<file path="src/rtl/ring_drain_pkg.sv">
package ring_drain_pkg;

    typedef enum logic [2:0] {
        ST_IDLE,
        ST_EVAL,
        ST_BURST1,
        ST_BURST2,
        ST_DONE
    } drain_state_e;

    typedef enum logic [2:0] {
        TK_REF_END   = 3'd0,
        TK_COUNT     = 3'd1,
        TK_NEXT      = 3'd2,
        TK_REF       = 3'd3,
        TK_REF_STALL = 3'd4,
        TK_CALL      = 3'd5,
        TK_RETURN    = 3'd6,
        TK_END       = 3'd7
    } tag_kind_e;

    // Kinds whose payload follows the tag and so lives inside the ring
    function automatic logic kind_has_inline_data(input logic [2:0] kind);
        case (kind)
            TK_COUNT, TK_NEXT, TK_CALL, TK_RETURN, TK_END: return 1'b1;
            default:                                       return 1'b0;
        endcase
    endfunction

endpackage

</file>
<file path="src/rtl/ring_occupancy.sv">
module ring_occupancy #(
    parameter int AW       = 32,
    parameter int QW_BYTES = 16
) (
    input  logic [AW-1:0] base_i,
    input  logic [AW-1:0] mask_i,
    input  logic [AW-1:0] prod_i,
    input  logic [AW-1:0] drain_i,
    output logic          in_ring_o,
    output logic [AW-1:0] avail_o,
    output logic [AW-1:0] room_o
);
    localparam int QSH = $clog2(QW_BYTES);

    logic [AW-1:0] top;
    logic [AW-1:0] span;

    always_comb begin
        top       = base_i + mask_i + AW'(QW_BYTES);
        in_ring_o = ((drain_i & ~mask_i) == base_i);
        if (drain_i <= prod_i) begin
            span = prod_i - drain_i;
        end else begin
            span = (prod_i - base_i) + (top - drain_i);
        end
        avail_o = span >> QSH;
        room_o  = (top - drain_i) >> QSH;
    end

endmodule

</file>
<file path="src/rtl/ring_tag_fixup.sv">
module ring_tag_fixup
    import ring_drain_pkg::*;
#(
    parameter int AW = 32
) (
    input  logic          new_tag_i,
    input  logic [2:0]    kind_i,
    input  logic [AW-1:0] base_i,
    input  logic [AW-1:0] mask_i,
    input  logic [AW-1:0] addr_i,
    output logic [AW-1:0] addr_o
);
    logic [AW-1:0] last;
    logic          outside;
    logic          repair;

    always_comb begin
        last    = base_i + mask_i;
        outside = (addr_i < base_i) || (addr_i > last);
        repair  = new_tag_i && kind_has_inline_data(kind_i) && outside;
        addr_o  = repair ? (base_i + (addr_i & mask_i)) : addr_i;
    end

endmodule

</file>
<file path="src/rtl/ring_drain_ctrl.sv">
module ring_drain_ctrl
    import ring_drain_pkg::*;
#(
    parameter int AW       = 32,
    parameter int CW       = 16,
    parameter int QW_BYTES = 16
) (
    input  logic          clk,
    input  logic          rst_n,
    input  logic          start_i,
    input  logic [AW-1:0] base_i,
    input  logic [AW-1:0] mask_i,
    input  logic [AW-1:0] prod_i,
    input  logic [AW-1:0] drain_i,
    input  logic [AW-1:0] tag_i,
    input  logic [CW-1:0] qwc_i,
    input  logic [2:0]    kind_i,
    input  logic          new_tag_i,
    output logic          busy_o,
    output logic          done_o,
    output logic          empty_o,
    output logic [AW-1:0] drain_o,
    output logic [AW-1:0] tag_o,
    output logic [CW-1:0] left_o,
    output logic          rd_req_o,
    output logic [AW-1:0] rd_addr_o,
    output logic [CW-1:0] rd_qwc_o,
    input  logic          rd_ack_i,
    input  logic [CW-1:0] rd_acc_i
);
    localparam int QSH = $clog2(QW_BYTES);

    typedef struct packed {
        drain_state_e  st;
        logic [AW-1:0] base;
        logic [AW-1:0] mask;
        logic [AW-1:0] prod;
        logic [AW-1:0] drain;
        logic [AW-1:0] tag;
        logic [CW-1:0] left;
        logic [CW-1:0] first;
        logic [CW-1:0] second;
        logic          split;
        logic          direct;
        logic          empty;
    } drain_regs_t;

    drain_regs_t r_d, r_q;

    logic          occ_in_ring;
    logic [AW-1:0] occ_avail;
    logic [AW-1:0] occ_room;
    logic [AW-1:0] fixed_drain;
    logic [AW-1:0] ring_base_q;

    ring_occupancy #(.AW(AW), .QW_BYTES(QW_BYTES)) u_occ (
        .base_i   (r_q.base),
        .mask_i   (r_q.mask),
        .prod_i   (r_q.prod),
        .drain_i  (r_q.drain),
        .in_ring_o(occ_in_ring),
        .avail_o  (occ_avail),
        .room_o   (occ_room)
    );

    ring_tag_fixup #(.AW(AW)) u_fix (
        .new_tag_i(new_tag_i),
        .kind_i   (kind_i),
        .base_i   (base_i),
        .mask_i   (mask_i),
        .addr_i   (drain_i),
        .addr_o   (fixed_drain)
    );

    function automatic logic [AW-1:0] fold(input logic [AW-1:0] a,
                                           input logic [AW-1:0] b,
                                           input logic [AW-1:0] m);
        return b + (a & m);
    endfunction

    logic [CW-1:0] cur_cnt;
    logic [CW-1:0] acc_eff;
    logic [AW-1:0] moved;
    logic [AW-1:0] xfer_w;

    always_comb begin
        r_d     = r_q;
        cur_cnt = (r_q.st == ST_BURST2) ? r_q.second : r_q.first;
        acc_eff = (rd_acc_i > cur_cnt) ? cur_cnt : rd_acc_i;
        moved   = r_q.drain + (AW'(acc_eff) << QSH);
        xfer_w  = (occ_avail < AW'(r_q.left)) ? occ_avail : AW'(r_q.left);

        case (r_q.st)
            ST_IDLE: begin
                if (start_i) begin
                    r_d.st     = ST_EVAL;
                    r_d.base   = base_i;
                    r_d.mask   = mask_i;
                    r_d.prod   = prod_i;
                    r_d.drain  = fixed_drain;
                    r_d.tag    = tag_i;
                    r_d.left   = qwc_i;
                    r_d.first  = '0;
                    r_d.second = '0;
                    r_d.split  = 1'b0;
                    r_d.direct = 1'b0;
                    r_d.empty  = 1'b0;
                end
            end
            ST_EVAL: begin
                if (r_q.left == '0) begin
                    r_d.st = ST_DONE;
                end else if (!occ_in_ring) begin
                    r_d.st     = ST_BURST1;
                    r_d.direct = 1'b1;
                    r_d.first  = r_q.left;
                end else if (occ_avail == '0) begin
                    r_d.st    = ST_DONE;
                    r_d.empty = 1'b1;
                end else if (xfer_w > occ_room) begin
                    r_d.st     = ST_BURST1;
                    r_d.split  = 1'b1;
                    r_d.first  = CW'(occ_room);
                    r_d.second = CW'(xfer_w - occ_room);
                end else begin
                    r_d.st    = ST_BURST1;
                    r_d.first = CW'(xfer_w);
                end
            end
            ST_BURST1: begin
                if (rd_ack_i) begin
                    r_d.left = r_q.left - acc_eff;
                    if (r_q.split && (acc_eff == r_q.first)) begin
                        r_d.st    = ST_BURST2;
                        r_d.drain = r_q.base;
                    end else begin
                        r_d.st = ST_DONE;
                        if (r_q.direct) begin
                            r_d.drain = moved;
                        end else begin
                            r_d.drain = fold(moved, r_q.base, r_q.mask);
                            r_d.tag   = fold(r_q.tag, r_q.base, r_q.mask);
                        end
                    end
                end
            end
            ST_BURST2: begin
                if (rd_ack_i) begin
                    r_d.st    = ST_DONE;
                    r_d.left  = r_q.left - acc_eff;
                    r_d.drain = fold(moved, r_q.base, r_q.mask);
                    r_d.tag   = fold(r_q.tag, r_q.base, r_q.mask);
                end
            end
            ST_DONE: begin
                r_d.st = ST_IDLE;
            end
            default: r_d.st = ST_IDLE;
        endcase
    end

    always_ff @(posedge clk or negedge rst_n) begin
        if (!rst_n) begin
            r_q <= '{st: ST_IDLE, default: '0};
        end else begin
            r_q <= r_d;
        end
    end

    assign ring_base_q = r_q.base;
    assign busy_o      = (r_q.st != ST_IDLE);
    assign done_o      = (r_q.st == ST_DONE);
    assign empty_o     = r_q.empty;
    assign drain_o     = r_q.drain;
    assign tag_o       = r_q.tag;
    assign left_o      = r_q.left;
    assign rd_req_o    = (r_q.st == ST_BURST1) || (r_q.st == ST_BURST2);
    assign rd_addr_o   = r_q.drain;
    assign rd_qwc_o    = cur_cnt;

endmodule


</file>
<file path="config.mk">
export PLATFORM = sky130hd
export DESIGN_NAME = ring_drain_ctrl
export DESIGN_NICKNAME = d
export VERILOG_FILES = /design/src/rtl/ring_drain_pkg.sv /design/src/rtl/ring_occupancy.sv /design/src/rtl/ring_tag_fixup.sv /design/src/rtl/ring_drain_ctrl.sv
export SDC_FILE = /design/constraint.sdc
export NUM_CORES = 2
export LEC_CHECK = 0
export BUFFER_PORTS_ARGS = -buffer_cell sky130_fd_sc_hd__buf_2
export CELL_PAD_IN_SITES_DETAIL_PLACEMENT = 0
export CELL_PAD_IN_SITES_GLOBAL_PLACEMENT = 1
export CORE_UTILIZATION = 42
export DETAILED_ROUTE_END_ITERATION = 8
export PLACE_DENSITY_LB_ADDON = 0.12
export SLEW_MARGIN = 5
export SYNTH_ARGS = -nofsm -noshare
export SYNTH_HDL_FRONTEND = slang
export SYNTH_SLANG_ARGS = --single-unit
</file>
<file path="constraint.sdc">
create_clock -name clk -period 9.35 [get_ports clk]
set_clock_uncertainty 0.2 [all_clocks]
set_input_delay 1.87 -clock clk [delete_from_list [all_inputs] [get_ports clk]]
set_output_delay 1.87 -clock clk [all_outputs]
set_load 0.1 [all_outputs]
</file>
==> results.yml <==
outcome:
  status: "complete, but fails checks"
  failed_checks: "setup timing"
timing:
  setup_violations: 30
  final_max_slew_viol_count: 0
  period_minus_slack_ps: 9476
  layout_worst_path_cycle_share: 1.014
  hold_viol: 0
  fmax_mhz: 105.5
  rsz0062_at_grt: "true"
  layout_setup_ws_ps: -126.4
  tightestPinTransition_ps: 1219
  relSlewSlack: 0.1789
synthesis:
  synth.area.top_cells: "ha_1 (18%), dfrtp_1 (17%), xnor2_1 (5.4%)"
  ys.flop_type: "dfrtp_1"
  synth-async-reset-ratio: 1.000
  synth_top_area_cell: "ha_1"
  netlist_top_cells_count: "ha_1 (436), nand2_1 (396), inv_1 (353)"
  synth-edff-count: 0
  synth_seq_cells: 214
  syn_area_um2: 30690
  synth_most_common_cell: "ha_1"
  ys_warn_count: 0
  postSynthCellCount: 3873
  ys_types: 90
  seq_area_frac_synth: 0.1745
  avgSynthCellArea_um2: 7.924
  synth_top_area_frac: 0.1778
global_route:
  grt_usage: 0.3638
  busiest_layer: "met2"
  use_met2: 0.5678
  grt_pass1_vias: 30330
  gr-total-overflow: 0
  antenna_found_initial: 2
  grt_use_met3: 0.05043
  grt_pass1_wl_um: 201100
  grt_max_degree: 152
  use_met1: 0.4919
finish:
  post-route-util: 0.5227
  layout.nets: 5201
  area_growth_pct: 22.38
  drive_gt1_frac: 0.2236
  fillerInstances: 7202
setup_path:
  cp_top_family: "compound AO/OA/AOI/OAI gates"
  rr_startpoint: "drain_o[1]"
  critPathMostFrequentCell: "a21o_1"
  r2r_cells: 48
  cp-start-kind: "flop"
  crit_required_ps: 9730
  slowest_stage: "fa_2"
  cp-end-kind: "flop"
  critical_path.max_stage_delay_ps: 570
  ff2ff_setup_slack_ps: -130
  path_class: "flop to flop"
  path_max_fanout: 16
  r2r-end: "r_q[14]"
  cp.arrival_ps: 9860
  critPathBufInv: 8
place:
  gp_congestion: 1.056
  portBuffers: 331
  dp_hpwl_um: 114500
clock_network:
  cts_root_buf: "clkbuf_16"
  cts_buffers: 30
  cts.sinks: 214
  path_clk_slew_ps: 60
  cts_tree: "built"
  ctsHoldBuffers: 0
  insertion_delay_ps: 640
  cts.path.max_buffers: 3
  h-tree-depth: 1
route:
  drt-vias-per-instance: 5.875
  num_vias: 32150
  drc_errors: 0
  wl_um: 137400
  wl_per_cell_um: 25.11
  postRouteAntennaNets: 0
  first_pass_iters: 6
  drt_iter0_markers: 2929
die:
  core_area_um2: 71850
  start_util: 0.4271
  ios: 332
  fp.dieH_um: 272.3
  dieWidth_um: 272.3
  row_count: 98
  die-area_um2: 74150
hold_path:
  min_to: "r_q[1]"
  min_from: "r_q[1]"
  min_path_cells: 2
  hold_path_class: "flop to flop"
run:
  drv_cap: 0
==> layer usage <==
metal | part of all wire | up-vias | wire length (um)
li1 | - | 15040 | -
met1 | 0.43 | 15440 | 59570
met2 | 0.44 | 1375 | 60030
met3 | 0.073 | 288 | 9990
met4 | 0.057 | 4 | 7779
met5 | 0.00023 | - | 31
==> through the flow <==
stage	cells	setup WS [ps]	TNS [ps]	instance area [um2]	hold WS, ps
after global placement	5389	-409.7	-9727	35850	262.8
after CTS	5463	-122.8	-1236	37380	299.2
after global routing	5471	-710.5	-21640	37550	320.4
final	5472	-126.4	-2703	37560	298.0
after floorplan	3884	3.401	0	30880	249.6
after detailed placement	5389	-411.6	-11070	35850	286.7
==> registers in the layout, indices dropped and copies added (netlist names) <==
name,cells
ring_base_q,32
left_o,16
tag_o,32
empty_o,1
r_q,101
drain_o,32
==> worst reg2reg max path: cells and delay by family (launching register included) <==
kind / cells / cell delay, ps
adders and majority gates: 8 / 2650
AOI/OAI and AO/OA: 22 / 3970
DFF: 1 / 350
and+or+nand+nor: 7 / 820
muxes: 1 / 170
buffers and inverters: 8 / 860
xor gates and xnor gates: 2 / 450
==> final cells by class <==
type / instances / area (um2) / share of cell area
repair buffers: 804 / 5294 / 0.1410
flip-flops and latches: 214 / 5358 / 0.1427
well taps: 950 / 1189 / 0.03165
clock buffers: 39 / 844.6 / 0.02249
diodes: 1 / 2.502 / 0.00006663
multi-input cells: 3093 / 23270 / 0.6195
inverters: 354 / 1329 / 0.03538
clock inverters: 17 / 272.8 / 0.007263
==> timing repair <==
item                       4_1_cts  5_1_grt
pin swaps                       16       12
buffers inserted                20        9
gates resized for setup         55       22
setup endpoints to repair       33       36
gates cloned                     1        0
==> cell families after synthesis <==
family | Yosys count | synth area share
other | 1 | 0.0001222
buffers and inverters | 577 | 0.08529
AO/OA/AOI/OAI | 1180 | 0.2551
multiplexers | 43 | 0.01472
adder cells (fa/ha/maj) | 504 | 0.2221
XOR/XNOR | 269 | 0.07677
AND/OR/NAND/NOR | 1085 | 0.1714
flip-flops | 214 | 0.1745
==> placed cells by master (no fill, tap or decap), types with 57 or more instances in the layout <==
cell type  synthesis  final
a21o_1           151    150
a21oi_1          255    248
a31oi_1           79     77
and2_1           102    100
buf_2             10    330
buf_4            113    462
dfrtp_1          214    212
fa_1              68     65
ha_1             436    424
inv_1            353    347
nand2_1          396    389
nand3_1           78     78
nor2_1           189    184
nor3_1            60     57
o21ai_0          256    247
xnor2_1          190    188
xor2_1            79     77
==> worst max path at each step <==
stage	depth (start not counted)	end	slack, ps	startpoint
after global routing	49	r_q[19]	-710	drain_o[1]
after floorplan	48	r_q[17]	3	drain_o[2]
after detailed placement	46	r_q[18]	-410	drain_o[1]
after global placement	46	r_q[18]	-410	drain_o[1]
final	48	r_q[14]	-130	drain_o[1]
after CTS	48	r_q[23]	-120	drain_o[2]
Power is not shown: default switching activity piles up to over one toggle a cycle in this logic, so the estimate is an artifact.
